`src/rtl/i2cmr_pkg.sv`:
```
package i2cmr_pkg;

    typedef enum logic [2:0] {
        ST_IDLE,
        ST_WFREE,
        ST_START,
        ST_WAIT,
        ST_RX,
        ST_ACK,
        ST_STOP
    } seq_st_e;

    localparam logic [7:0] CODE_IDLE    = 8'hF8;
    localparam logic [7:0] CODE_START   = 8'h08;
    localparam logic [7:0] CODE_RSTART  = 8'h10;
    localparam logic [7:0] CODE_RX_ACK  = 8'h50;
    localparam logic [7:0] CODE_RX_NACK = 8'h58;
    localparam logic [7:0] CODE_LOST    = 8'h38;

    // control register bit positions
    localparam int CB_STA  = 3;
    localparam int CB_STP  = 2;
    localparam int CB_IFLG = 1;
    localparam int CB_AAK  = 0;

    typedef struct packed {
        seq_st_e    st;
        logic [1:0] ph;
        logic [2:0] bitn;
        logic [7:0] shreg;
        logic [7:0] data;
        logic [7:0] status;
        logic       sta;
        logic       stp;
        logic       iflg;
        logic       aak;
        logic       ackb;
        logic       lost;
        logic       rep;
        logic       scl_oe;
        logic       sda_oe;
    } seq_t;

endpackage

```
`src/rtl/i2cmr_tick.sv`:
```
module i2cmr_tick #(
    parameter int DIV = 4
) (
    input  logic clk,
    input  logic rst_n,
    output logic tick
);
    localparam int CW = (DIV > 1) ? $clog2(DIV) : 1;
    localparam logic [CW-1:0] LAST = CW'(DIV - 1);

    logic [CW-1:0] cnt_q;

    assign tick = (cnt_q == LAST);

    always_ff @(posedge clk or negedge rst_n) begin
        if (!rst_n) begin
            cnt_q <= '0;
        end else if (tick) begin
            cnt_q <= '0;
        end else begin
            cnt_q <= cnt_q + 1'b1;
        end
    end
endmodule

```
`src/rtl/i2cmr_busmon.sv`:
```
module i2cmr_busmon #(
    parameter int FREE_CYC = 16
) (
    input  logic clk,
    input  logic rst_n,
    input  logic scl_in,
    input  logic sda_in,
    output logic bus_free
);
    localparam int FW = $clog2(FREE_CYC + 1);
    localparam logic [FW-1:0] LIM = FW'(FREE_CYC);

    logic          scl_q;
    logic          sda_q;
    logic          busy_q;
    logic [FW-1:0] cnt_q;
    logic          start_evt;
    logic          stop_evt;

    // SDA edges while SCL stays high mark bus conditions
    assign start_evt = scl_q & scl_in & sda_q & ~sda_in;
    assign stop_evt  = scl_q & scl_in & ~sda_q & sda_in;
    assign bus_free  = ~busy_q & (cnt_q == LIM);

    always_ff @(posedge clk or negedge rst_n) begin
        if (!rst_n) begin
            scl_q  <= 1'b1;
            sda_q  <= 1'b1;
            busy_q <= 1'b0;
            cnt_q  <= '0;
        end else begin
            scl_q <= scl_in;
            sda_q <= sda_in;
            if (start_evt) begin
                busy_q <= 1'b1;
            end else if (stop_evt) begin
                busy_q <= 1'b0;
            end
            if (start_evt || busy_q) begin
                cnt_q <= '0;
            end else if (cnt_q != LIM) begin
                cnt_q <= cnt_q + 1'b1;
            end
        end
    end
endmodule

```
`src/rtl/i2cmr_rx_seq.sv`:
```
module i2cmr_rx_seq
    import i2cmr_pkg::*;
#(
    parameter int CLK_DIV  = 4,
    parameter int FREE_CYC = 16
) (
    input  logic       clk,
    input  logic       rst_n,
    input  logic       ctl_we,
    input  logic [3:0] ctl_wdata,
    output logic [3:0] ctl_rdata,
    output logic [7:0] rx_data,
    output logic [7:0] status,
    output logic       irq,
    input  logic       scl_in,
    input  logic       sda_in,
    output logic       scl_oe,
    output logic       sda_oe
);
    seq_t q, d;
    logic tick;
    logic bus_free;

    i2cmr_tick #(.DIV(CLK_DIV)) u_tick (
        .clk  (clk),
        .rst_n(rst_n),
        .tick (tick)
    );

    i2cmr_busmon #(.FREE_CYC(FREE_CYC)) u_busmon (
        .clk     (clk),
        .rst_n   (rst_n),
        .scl_in  (scl_in),
        .sda_in  (sda_in),
        .bus_free(bus_free)
    );

    // {scl_oe, sda_oe} for a state and quarter phase
    function automatic logic [1:0] line_drv(seq_st_e s, logic [1:0] ph,
                                            logic ackb, logic lost);
        logic [1:0] r;
        case (s)
            ST_WAIT:  r = lost ? 2'b00 : 2'b11;
            ST_START: r = (ph == 2'd0) ? 2'b10 : (ph == 2'd1) ? 2'b00 : 2'b01;
            ST_RX:    r = (ph < 2'd2) ? 2'b10 : 2'b00;
            ST_ACK:   r = {(ph < 2'd2), ackb};
            ST_STOP:  r = (ph == 2'd0) ? 2'b11 : (ph == 2'd1) ? 2'b01 : 2'b00;
            default:  r = 2'b00;
        endcase
        return r;
    endfunction

    always_comb begin
        d = q;
        if (ctl_we) begin
            d.sta = ctl_wdata[CB_STA];
            d.stp = ctl_wdata[CB_STP];
            d.aak = ctl_wdata[CB_AAK];
            if (!ctl_wdata[CB_IFLG]) begin
                d.iflg = 1'b0;
            end
        end
        case (q.st)
            ST_IDLE: begin
                d.status = CODE_IDLE;
                if (q.sta) begin
                    d.st = ST_WFREE;
                end else if (q.stp) begin
                    d.stp = 1'b0;
                end
            end
            ST_WFREE: begin
                if (bus_free) begin
                    d.st  = ST_START;
                    d.ph  = 2'd1;
                    d.rep = 1'b0;
                end
            end
            ST_START: begin
                if (tick) begin
                    d.ph = q.ph + 2'd1;
                    if (q.ph == 2'd3) begin
                        d.st     = ST_WAIT;
                        d.iflg   = 1'b1;
                        d.sta    = 1'b0;
                        d.status = q.rep ? CODE_RSTART : CODE_START;
                    end
                end
            end
            ST_WAIT: begin
                if (!q.iflg) begin
                    d.ph = 2'd0;
                    if (q.lost) begin
                        d.lost   = 1'b0;
                        d.status = CODE_IDLE;
                        d.st     = q.sta ? ST_WFREE : ST_IDLE;
                    end else if (q.stp || (!q.sta && q.status == CODE_RX_NACK)) begin
                        d.st = ST_STOP;
                    end else if (q.sta) begin
                        d.st  = ST_START;
                        d.rep = 1'b1;
                    end else begin
                        d.st   = ST_RX;
                        d.bitn = 3'd0;
                        d.ackb = q.aak;
                    end
                end
            end
            ST_RX: begin
                if (tick) begin
                    d.ph = q.ph + 2'd1;
                    if (q.ph == 2'd2) begin
                        d.shreg = {q.shreg[6:0], sda_in};
                    end
                    if (q.ph == 2'd3) begin
                        if (q.bitn == 3'd7) begin
                            d.st = ST_ACK;
                        end else begin
                            d.bitn = q.bitn + 3'd1;
                        end
                    end
                end
            end
            ST_ACK: begin
                if (tick) begin
                    d.ph = q.ph + 2'd1;
                    if (q.ph == 2'd2 && !q.ackb && !sda_in) begin
                        d.lost = 1'b1;
                    end
                    if (q.ph == 2'd3) begin
                        d.st     = ST_WAIT;
                        d.iflg   = 1'b1;
                        d.data   = q.shreg;
                        d.status = q.lost ? CODE_LOST :
                                   (q.ackb ? CODE_RX_ACK : CODE_RX_NACK);
                    end
                end
            end
            ST_STOP: begin
                if (tick) begin
                    d.ph = q.ph + 2'd1;
                    if (q.ph == 2'd3) begin
                        d.stp    = 1'b0;
                        d.status = CODE_IDLE;
                        d.st     = q.sta ? ST_WFREE : ST_IDLE;
                    end
                end
            end
            default: d.st = ST_IDLE;
        endcase
        {d.scl_oe, d.sda_oe} = line_drv(d.st, d.ph, d.ackb, d.lost);
    end

    always_ff @(posedge clk or negedge rst_n) begin
        if (!rst_n) begin
            q        <= '0;
            q.status <= CODE_IDLE;
        end else begin
            q <= d;
        end
    end

    assign ctl_rdata = {q.sta, q.stp, q.iflg, q.aak};
    assign rx_data   = q.data;
    assign status    = q.status;
    assign irq       = q.iflg;
    assign scl_oe    = q.scl_oe;
    assign sda_oe    = q.sda_oe;
endmodule

```
`config.mk`:
```
export PLATFORM = sky130hd
export DESIGN_NAME = i2cmr_rx_seq
export DESIGN_NICKNAME = d
export VERILOG_FILES = /design/src/rtl/i2cmr_pkg.sv /design/src/rtl/i2cmr_tick.sv /design/src/rtl/i2cmr_busmon.sv /design/src/rtl/i2cmr_rx_seq.sv
export SDC_FILE = /design/constraint.sdc
export NUM_CORES = 1
export LEC_CHECK = 0
export ABC_AREA = 0
export BUFFER_PORTS_ARGS = -buffer_cell sky130_fd_sc_hd__buf_2
export CAP_MARGIN = 20
export CORE_MARGIN = 2
export CORE_UTILIZATION = 43
export CTS_CLUSTER_DIAMETER = 50
export CTS_CLUSTER_SIZE = 8
export DETAILED_ROUTE_END_ITERATION = 6
export PLACE_DENSITY = 0.62
export SLEW_MARGIN = 20
export SYNTH_ARGS = -nofsm -noshare
export SYNTH_HDL_FRONTEND = slang
export SYNTH_SLANG_ARGS = --single-unit
```
`constraint.sdc`:
```
create_clock -name clk -period 2.92 [get_ports clk]
set_clock_uncertainty 0.05 [all_clocks]
set_input_delay 0.584 -clock clk [delete_from_list [all_inputs] [get_ports clk]]
set_output_delay 0.584 -clock clk [all_outputs]
set_load 0.03 [all_outputs]
```
==> impl_metrics.py, run 1 <==
metrics = {
    "status": {
        "status": "complete, no violations",
    },
    "layout": {
        "finish.utilization_pct": 48.7,
        "layoutNonFillerInstCount": 321,
        "fill_cells": 534,
        "layout.nets": 264,
        "layout.cells.most_common_list": "dfrtp_1 (41), buf_2 (28), nor2_1 (19), mux2_2 (19), inv_1 (13)",
        "drive_gt1_share_pct": 28.9,
        "antennaDiodeCount": 0,
        "areaGrowthSynthToFinish_pct": 7.75,
        "layout.cells.most_common": "dfrtp_1",
    },
    "die": {
        "die_area_um2": 6480,
        "floorplan.die.width_um": 80.5,
        "die_height_um": 80.5,
        "io-pin-count": 32,
        "floorplan.core_area_um2": 5570,
        "number_of_placement_rows": 27,
        "start_util_pct": 45.2,
    },
    "detailed_routing": {
        "post_drt_wl_per_cell_um": 13.8,
        "route.final.wire_length_um": 4440,
        "drtPass1Iterations": 4,
        "post_drt_via_cell_ratio": 5.31,
        "route.antenna.remaining_nets": 0,
        "detailedRoute.firstIterationViolations": 118,
        "vias": 1703,
        "remaining_drc_errors": 0,
    },
    "clock_network": {
        "cts_tree": "done",
        "cts.repair_timing.setup_buffer_count": 0,
        "cts_hold_repair.buffers": 0,
        "cts_resized": 0,
        "total_cts_buffers": 5,
        "clock_tree.htree_level_count": 2,
        "numClockSinks": 48,
        "clk_path_buf_depth": 2,
        "clkLatencyLatePin_ns": 0.30,
        "clkTransAtPathRegs_ns": 0.09,
        "clock-root-buffer": "clkbuf_8",
    },
    "synthesis": {
        "portion_of_the_post_synthesis_area_used_by_sequential_elements_pct": 48.1,
        "syn_inst": 236,
        "synth-edff-count": 0,
        "post_synth_main_area_contributors": "dfrtp_1 (41%), mux2_2 (8.5%), dfstp_2 (7.3%)",
        "synthDominantAreaCellType": "dfrtp_1",
        "post_synth_instance_area_um2": 2520,
        "synthesis.area_per_instance_um2": 10.7,
        "synth_largest_type_area_fraction_pct": 40.8,
        "synth.lib_cells_used.distinct": 49,
        "yosysWarnings": 0,
        "postSynthRegisterBits": 48,
        "ys.flop_type": "dfrtp_1",
        "synth-async-reset-ratio_pct": 100,
    },
    "setup_path": {
        "setup.reg_to_reg.worst_slack_ns": 0.56,
        "path_cells": "or3b_1 > or3_4 > nor4_4 > mux2_4 > nand4b_1 > nand3_1",
        "setup.worst_path.start_class": "register",
        "reg2reg_depth": 6,
        "critPathMaxStageDelay_ns": 0.65,
        "cp-startpoint": "q[38]",
        "required_ns": 3.05,
        "timing.setup.critical_path_class": "register to register",
        "setup.worst_path.end": "sda_oe",
        "critical_path.reg2reg.startpoint": "q[38]",
        "worstPathArrival_ns": 2.49,
        "worst-path-max-fanout": 19,
        "timing.critical_path.slowest_stage_cell": "dfrtp_1",
        "timing.critical_path.to_type": "register",
        "timing.rr.end": "sda_oe",
    },
    "pwr": {
        "power.density_nw_per_um2": 485,
        "ir_worst_vdd_mv": 0.227,
        "power.leakage_nw": 1.28,
    },
    "timing": {
        "finalHoldViolCount": 0,
        "grt_setup_unrepaired": "no",
        "setup_tns_ns": 0,
        "max_clock_freq_mhz": 424,
        "endpoints_failing_setup": 0,
        "timing_max_transition_violations_final": 0,
        "min_period_over_period_pct": 80.8,
        "max_slew_margin_pct": 37.7,
        "final_period_minus_worst_setup_slack_ns": 2.36,
        "pin_slew_with_the_least_headroom_to_its_limit_ns": 0.935,
    },
    "global_route": {
        "antenna_found_initial": 0,
        "grt.overflow.total": 0,
        "grt_pass1_wl_um": 8010,
        "grt_max_degree": 45,
        "first_global_vias": 1675,
        "track_usage_pct": 15.9,
    },
    "placed_design": {
        "place_inst": 313,
        "gp_routability_congestion": 0.903,
        "count_of_buffers_from_port_buffering": 28,
        "detailedPlacementHpwl_um": 3250,
    },
    "run": {
        "max_cap_viol_count": 0,
    },
    "min_path": {
        "hold_class": "input port to register",
    },
}
-- through the flow --
| step | total power [W] | hold slack, ns | instance area, um2 | setup WS (ns) |
|---|---|---|---|---|
| finish | 0.00131 | 0.355 | 2710 | 0.562 |
| global route | 0.00139 | 0.336 | 2710 | 0.427 |
| CTS | 0.00134 | 0.344 | 2710 | 0.557 |
| detailed placement | 0.000827 | 0.371 | 2590 | 0.590 |
| global placement | 0.000825 | 0.362 | 2590 | 0.618 |
| floorplan | 0.000800 | 0.238 | 2520 | 0.765 |
-- cells in the mapped netlist, types with 2 or more instances --
| library cell | n |
|---|---|
| nand2b_1 | 4 |
| nand4bb_1 | 2 |
| clkbuf_1 | 5 |
| a21oi_1 | 7 |
| dfstp_2 | 7 |
| mux2_2 | 19 |
| nor2_1 | 19 |
| and3_1 | 2 |
| xor2_1 | 2 |
| or3b_1 | 2 |
| a211oi_1 | 2 |
| nor2b_1 | 4 |
| o21ai_0 | 8 |
| nand3_1 | 10 |
| nor3_1 | 7 |
| ha_1 | 7 |
| o21bai_1 | 2 |
| a31oi_1 | 5 |
| buf_4 | 21 |
| mux2i_1 | 4 |
| nand4b_1 | 3 |
| nand3b_1 | 2 |
| dfrtp_1 | 41 |
| buf_2 | 2 |
| nand2_1 | 10 |
| o21a_1 | 4 |
| inv_1 | 13 |
-- sequential cells by signal, indices dropped and copies added, names as in the netlist --
signal	cells
rx_data	8
status	5
ctl_rdata	3
q	19
u_tick.cnt_q	2
u_busmon.busy_q	1
u_busmon.scl_q	1
sda_oe	1
irq	1
u_busmon.cnt_q	5
u_busmon.sda_q	1
scl_oe	1
-- final cells by class --
class / instances / area, um2 / share of cell area (%)
inverter: 13 / 48.8 / 1.80
timing repair buffer: 31 / 163 / 6.00
sequential: 48 / 1210 / 44.6
multi-input combinational: 149 / 1080 / 39.8
clock inverter: 2 / 38.8 / 1.43
tap: 72 / 90.1 / 3.32
clock buffer: 6 / 82.6 / 3.04
-- critical path: cells and delay by family (launching register included) --
family / cells / cell delay, ns
and+or+nand+nor: 5 / 1.20
DFF: 1 / 0.65
muxes: 1 / 0.34
-- metal layers --
layer	share of wire, %	global-route usage [%]	up-vias	wire (um)
li1	-	-	835	-
met1	48	22.3	821	2150
met2	46	23.9	37	2040
met3	3.8	3.71	10	167
met4	1.8	6.10	0	79
met5	0	0	-	0
-- power by group --
part | internal, W | total [W] | switching [W]
sequential | 0.000678 | 0.000704 | 0.0000257
clock | 0.000280 | 0.000502 | 0.000222
combinational | 0.0000405 | 0.000109 | 0.0000689
-- kinds of logic (layout without fill, tap and decap cells) --
group / count (synthesis) / after routing / share of synthesized area, %
buf+inv: 41 / 52 / 9.34
fa+ha+maj: 7 / 7 / 3.48
xor+xnor: 3 / 3 / 1.04
simple gates: 73 / 73 / 16.8
compound gates: 39 / 39 / 10.4
other cells: 1 / 3 / 0.149
mux: 24 / 24 / 10.7
flops: 48 / 48 / 48.1
-- worst min-delay path by stage --
stage               startpoint              end  slack [ns]  cells past startpoint
4_1_cts                 scl_in   u_busmon.scl_q        0.34                      1
6_report                scl_in   u_busmon.scl_q        0.35                      1
5_1_grt                 scl_in   u_busmon.scl_q        0.34                      1
3_3_place_gp   u_tick.cnt_q[0]  u_tick.cnt_q[0]        0.36                      1
2_1_floorplan            rst_n     ctl_rdata[0]        0.24                      0
3_5_place_dp   u_tick.cnt_q[0]  u_tick.cnt_q[0]        0.37                      1
Note: power is estimated with default switching activity, not from simulation.
==> run 2, diff against run 1 <==
--- a/config.mk
+++ b/config.mk
@@ -5,7 +5,7 @@
 export SDC_FILE = /design/constraint.sdc
 export NUM_CORES = 1
 export LEC_CHECK = 0
-export ABC_AREA = 0
+export ABC_AREA = 1
 export BUFFER_PORTS_ARGS = -buffer_cell sky130_fd_sc_hd__buf_2
 export CAP_MARGIN = 20
 export CORE_MARGIN = 2
==> constraint.sdc (replaced) <==
create_clock -name clk -period 2.35 [get_ports clk]
set_clock_uncertainty 0.05 [all_clocks]
set_input_delay 0.47 -clock clk [delete_from_list [all_inputs] [get_ports clk]]
set_output_delay 0.47 -clock clk [all_outputs]
set_load 0.03 [all_outputs]
==> run 2 against run 1 <==
Net effect:
- die area rose by 3.8%
- worst hold slack got worse by 0.15 ns
- critical endpoint is now q[35]
- final cell count rose by 25%
- critical path depth rose by 1
- sequential power rose by 31%
- worst setup slack got worse by 0.084 ns
- non-clock buffer count fell by 1
- largest cell class unchanged
==> impl_metrics.py, run 2 <==
metrics = {
    "placed_design": {
        "gp_routability_congestion": 0.899,
        "detailedPlacementHpwl_um": 3830,
        "count_of_buffers_from_port_buffering": 28,
        "placement.setup.worst_slack_ns": 0.509,
        "post_dp_cell_area_um2": 2700,
    },
    "timing": {
        "finalHoldViolCount": 0,
        "max_slew_margin_pct": 60.1,
        "min_period_over_period_pct": 79.7,
        "pin_slew_with_the_least_headroom_to_its_limit_ns": 0.599,
        "grt_setup_unrepaired": "no",
        "endpoints_failing_setup": 0,
        "hold-worst-slack_ns": 0.203,
        "setup_ws_ns": 0.478,
        "max_clock_freq_mhz": 534,
        "setup_tns_ns": 0,
        "final_period_minus_worst_setup_slack_ns": 1.87,
        "timing_max_transition_violations_final": 0,
    },
    "layout": {
        "antennaDiodeCount": 0,
        "layout.nets": 342,
        "layout.cells.most_common": "nand2_1",
        "final_design_area_no_fill_um2": 2820,
        "max_flop_register": "q",
        "drive_gt1_share_pct": 22.3,
        "layout.cells.most_common_list": "nand2_1 (51), inv_1 (41), dfrtp_1 (41)",
        "areaGrowthSynthToFinish_pct": 7.60,
        "largest_register_ffs": 19,
    },
    "detailed_routing": {
        "post_drt_via_cell_ratio": 4.83,
        "remaining_drc_errors": 0,
        "route.antenna.remaining_nets": 0,
        "post_drt_wl_per_cell_um": 12.8,
        "vias": 1943,
        "route.final.wire_length_um": 5130,
        "drtPass1Iterations": 4,
        "detailedRoute.firstIterationViolations": 133,
    },
    "synthesis": {
        "synth_top_family_by_area": "simple AND/OR/NAND/NOR gates",
        "synthesis.area_per_instance_um2": 8.42,
        "synthDominantAreaCellType": "dfrtp_1",
        "synth-edff-count": 0,
        "ys.flop_type": "dfrtp_1",
        "postSynthRegisterBits": 48,
        "synth.lib_cells_used.distinct": 36,
        "post_synth_instance_area_um2": 2620,
        "synth_largest_type_area_fraction_pct": 39.2,
        "synth_commonest_cells": "nand2_1 (51), dfrtp_1 (41), inv_1 (41), nor2_1 (38), buf_4 (21)",
        "post_synth_main_area_contributors": "dfrtp_1 (39%), nand2_1 (7.3%), dfstp_2 (7.0%)",
        "synth_simple_gate_area_share_pct": 23.8,
        "synth_compound_gate_area_share_pct": 11.8,
        "synth-async-reset-ratio_pct": 100,
        "portion_of_the_post_synthesis_area_used_by_sequential_elements_pct": 46.2,
        "synthMostInstantiatedCell": "nand2_1",
        "yosys.area_share.adder_pct": 3.34,
        "yosys.area_share.xor_xnor_pct": 0.669,
        "yosysWarnings": 0,
        "synth.area.mux_share_pct": 0.860,
        "syn_inst": 311,
    },
    "pwr": {
        "clock_power_share_pct": 34.5,
        "share_seq_of_total_power_pct": 51.6,
        "switching_share_pct": 28.3,
        "cell_internal_pwr_w": 0.00128,
        "power.density_nw_per_um2": 634,
        "ir_worst_vdd_mv": 0.260,
        "power.combinational.fraction_pct": 13.9,
        "power.leakage_nw": 1.43,
        "power.net_switching_w": 0.000505,
        "totalPowerFinal_w": 0.00179,
    },
    "die": {
        "start_util_pct": 44.2,
        "floorplan.die.width_um": 82.0,
        "io-pin-count": 32,
        "floorplan.core_area_um2": 5920,
        "die_height_um": 82.0,
        "number_of_placement_rows": 28,
        "die_area_um2": 6730,
    },
    "global_route": {
        "grt_pass1_wl_um": 8800,
        "first_global_vias": 1805,
        "grt_max_degree": 49,
        "track_usage_pct": 17.3,
        "antenna_found_initial": 0,
        "grt.overflow.total": 0,
    },
    "clock_network": {
        "cts_resized": 0,
        "clk_path_buf_depth": 2,
        "clock-root-buffer": "clkbuf_8",
        "cts_tree": "done",
        "cts_hold_repair.buffers": 0,
        "clock_tree.htree_level_count": 2,
        "clkLatencyLatePin_ns": 0.31,
        "numClockSinks": 48,
        "clkTransAtPathRegs_ns": 0.10,
        "cts.repair_timing.setup_buffer_count": 0,
        "total_cts_buffers": 5,
    },
    "run": {
        "max_cap_viol_count": 0,
    },
    "setup_path": {
        "worst-path-max-fanout": 11,
        "timing.critical_path.slowest_stage_cell": "ha_1",
        "timing.critical_path.to_type": "register",
        "setup.worst_path.start_class": "register",
        "path_cells": "ha_1 > nand2_1 > inv_1 > o21ai_0 > a21oi_1 > nand4_1 > o21ai_1",
        "timing.setup.critical_path_class": "register to register",
        "crit_cells": 7,
        "critical_path_buf_inv_count": 1,
        "worstPathArrival_ns": 2.06,
        "critPathMaxStageDelay_ns": 0.38,
        "required_ns": 2.54,
        "reg2reg_depth": 7,
        "critical_path.top_delay_family": "compound AO/OA/AOI/OAI gates",
    },
    "min_path": {
        "hold_class": "input port to asynchronous set/reset pin",
    },
    "status": {
        "status": "complete, no violations",
    },
}
run 2: layout make-up:
class / instances / area, um2
clock buffers: 5 / 68.8
clock inverters: 3 / 46.3
fillers: 574 / 3100
inverters: 45 / 171
multi-input cells: 196 / 1070
flip-flops and latches: 48 / 1210
well taps: 75 / 93.8
repair buffers: 30 / 155
run 2: metal layers:
| metal | part of all wire (%) | routed length (um) | GRT usage (%) | vias to the layer above |
|---|---|---|---|---|
| met1 | 52 | 2670 | 25.8 | 891 |
| li1 | - | - | - | 1003 |
| met5 | 0 | 0 | 0 | - |
| met3 | 4.1 | 209 | 3.63 | 4 |
| met4 | 1.3 | 68 | 6.17 | 0 |
| met2 | 43 | 2190 | 24.6 | 45 |
run 2: final timing paths:
kind	from	to	slack, ns
setup / recovery	u_tick.cnt_q[0]	q[35]	0.48
hold / removal	rst_n	u_busmon.cnt_q[3]	0.20
setup reg to reg	u_tick.cnt_q[0]	q[35]	0.48
hold reg to reg	u_tick.cnt_q[0]	u_tick.cnt_q[0]	0.38
max in group asynchronous	rst_n	q[28]	1.65
min in group clk	scl_in	u_busmon.scl_q	0.22
run 2: power groups by stage:
| stage | Clock (W) | Sequential [W] | Combinational [W] |
|---|---|---|---|
| global placement | 0 | 0.000935 | 0.000245 |
| global route | 0.000664 | 0.000931 | 0.000280 |
| CTS | 0.000634 | 0.000921 | 0.000251 |
| detailed placement | 0 | 0.000937 | 0.000250 |
| floorplan | 0 | 0.000923 | 0.000219 |
| finish | 0.000616 | 0.000921 | 0.000249 |
run 2: cells by family (layout without fill, tap and decap cells):
| family | Yosys count | after routing |
|---|---|---|
| compound gates | 53 | 53 |
| xor+xnor | 2 | 2 |
| fa+ha+maj | 7 | 7 |
| buf+inv | 69 | 83 |
| flops | 48 | 48 |
| mux | 2 | 2 |
| other cells | 1 | 3 |
| simple gates | 129 | 129 |
run 2: per-stage QoR:
stage	utilization [%]	cells
final	47.6	402
after global routing	47.6	402
after CTS	47.6	402
after detailed placement	45.6	394
after global placement	45.6	394
after floorplan	-	313
==> run 3, diff against run 2 <==
==> constraint.sdc (replaced) <==
create_clock -name clk -period 1.9 [get_ports clk]
set_clock_uncertainty 0.05 [all_clocks]
set_input_delay 0.38 -clock clk [delete_from_list [all_inputs] [get_ports clk]]
set_output_delay 0.38 -clock clk [all_outputs]
set_load 0.03 [all_outputs]
==> run 3 against run 2 <==
Net effect:
- first-iteration DRC count shrank 42%
- count of clock-buffer cells in the layout is the same
- worst hold slack lost 0.062 ns
- combinational power grew 26%
- sequential power grew 24%
- routed wire length shrank 4.1%
- core utilization grew 1.6 points
- critical path type unchanged
- critical endpoint is now sda_oe
- largest cell class unchanged
==> impl_metrics.py, run 3 (synthesis results as in run 2) <==
metrics = {
    "die": {
        "io-pin-count": 32,
        "number_of_placement_rows": 28,
        "floorplan.core_area_um2": 5920,
        "die_height_um": 82.0,
        "floorplan.die.width_um": 82.0,
        "start_util_pct": 44.2,
        "die_area_um2": 6730,
    },
    "layout": {
        "multiInputGateArea_um2": 1100,
        "areaGrowthSynthToFinish_pct": 11.3,
        "layout.cells.most_common_list": "nand2_1 (50), inv_1 (41), dfrtp_1 (40)",
        "drive_gt1_share_pct": 24.8,
        "layout.nets": 346,
        "antennaDiodeCount": 0,
        "layout.cells.most_common": "nand2_1",
        "finish.utilization_pct": 49.2,
        "fill_cells": 566,
        "layout.area.seq_um2": 1210,
        "max_flop_register": "q",
        "largest_register_ffs": 19,
    },
    "setup_path": {
        "critical_path_buf_inv_count": 0,
        "critical_path.most_common_cell": "nor2_1",
        "reg2reg_depth": 10,
        "timing.critical_path.slowest_stage_cell": "dfrtp_1",
        "required_ns": 2.03,
        "setup.worst_path.start_class": "register",
        "timing.setup.critical_path_class": "register to register",
        "timing.critical_path.to_type": "register",
        "worstPathArrival_ns": 1.85,
        "worst-path-max-fanout": 3,
        "crit_cells": 10,
        "critPathMaxStageDelay_ns": 0.41,
        "path_cells": "ha_1 > ha_1 > nand3_1 > nor2_1 > nor2_2 > nand4_2 > nand2_1 > nor2_1 > nor2_1 > nand3_1",
        "critical_path.top_delay_family": "simple AND/OR/NAND/NOR gates",
    },
    "placed_design": {
        "count_of_buffers_from_port_buffering": 28,
        "gp_routability_congestion": 0.977,
        "placement.setup.worst_slack_ns": 0.0559,
        "detailedPlacementHpwl_um": 3750,
    },
    "clock_network": {
        "clk_path_buf_depth": 2,
        "clkLatencyLatePin_ns": 0.31,
        "clock_tree.htree_level_count": 2,
        "total_cts_buffers": 5,
        "numClockSinks": 48,
        "clock-root-buffer": "clkbuf_8",
        "cts_tree": "done",
        "clkTransAtPathRegs_ns": 0.09,
        "cts.repair_timing.setup_buffer_count": 0,
    },
    "pwr": {
        "power.leakage_nw": 1.47,
        "power.density_nw_per_um2": 804,
        "ir_worst_vdd_mv": 0.512,
        "totalPowerFinal_w": 0.00234,
    },
    "min_path": {
        "whs_path_depth": 1,
        "hold_class": "input port to register",
    },
    "detailed_routing": {
        "route.antenna.remaining_nets": 0,
        "post_drt_via_cell_ratio": 4.80,
        "detailedRoute.firstIterationViolations": 77,
        "remaining_drc_errors": 0,
        "post_drt_wl_per_cell_um": 12.1,
        "drtPass1Iterations": 5,
        "vias": 1948,
        "route.final.wire_length_um": 4920,
    },
    "timing": {
        "min_period_over_period_pct": 90.5,
        "finalHoldViolCount": 0,
        "max_clock_freq_mhz": 582,
        "setup_ws_ns": 0.181,
        "hold-worst-slack_ns": 0.141,
        "setup_tns_ns": 0,
        "final_period_minus_worst_setup_slack_ns": 1.72,
        "timing_max_transition_violations_final": 0,
        "endpoints_failing_setup": 0,
        "grt_setup_unrepaired": "no",
    },
    "status": {
        "status": "complete, no violations",
    },
    "run": {
        "max_cap_viol_count": 0,
    },
    "global_route": {
        "antenna_found_initial": 0,
        "grt_pass1_wl_um": 8580,
        "grt_max_degree": 33,
        "grt.overflow.total": 0,
        "first_global_vias": 1823,
        "track_usage_pct": 16.8,
    },
}
[run 3: changes by cell type in the layout (fill, tap and decap cells not counted), sizes merged]
cell,change
buf,+3
bufinv,+1
clkinvlp,-1
dlygate4sd3,+1
[run 3: what timing repair did]
item / 4_1_cts / 5_1_grt
endpoints found under the hold margin: 14 / 0
gates resized for setup: 0 / 8
hold buffers: 1 / 0
endpoints found under the setup margin: 0 / 2
[run 3: final timing paths]
check                      slack (ns)         endpoint            start
min reg2reg                      0.40  u_tick.cnt_q[0]  u_tick.cnt_q[0]
max in group asynchronous        0.73   u_busmon.scl_q            rst_n
min                              0.14   u_busmon.scl_q           scl_in
max reg2reg                      0.18           sda_oe            q[33]
min in group asynchronous        0.49              irq            rst_n
max                              0.18           sda_oe            q[33]
[run 3: metrics by stage]
stage	instance area (um2)	instances
after global placement	2740	397
after CTS	2890	406
after detailed placement	2740	397
after global routing	2910	406
final	2910	406
after floorplan	2630	313
[run 3: where the power goes]
| part | internal (W) | total [W] | switching, W |
|---|---|---|---|
| sequential | 0.00109 | 0.00114 | 0.0000448 |
| combinational | 0.0000989 | 0.000313 | 0.000214 |
| clock | 0.000530 | 0.000894 | 0.000364 |
[run 3: layout make-up]
cell class	instances	area share, %
Sequential cell	48	41.6
Multi-Input combinational cell	196	37.7
Timing Repair Buffer	34	6.87
Inverter	45	5.88
Tap cell	75	3.22
Clock buffer	5	2.36
Clock inverter	3	2.36
[run 3: layer usage]
metal / vias up / routed length (um) / share of wire (%) / GRT usage, %
met5: - / 0 / 0 / 0
met4: 0 / 71 / 1.4 / 5.50
met3: 6 / 186 / 3.8 / 3.74
met2: 33 / 2200 / 45 / 25.4
met1: 900 / 2460 / 50 / 24.0
li1: 1009 / - / - / -
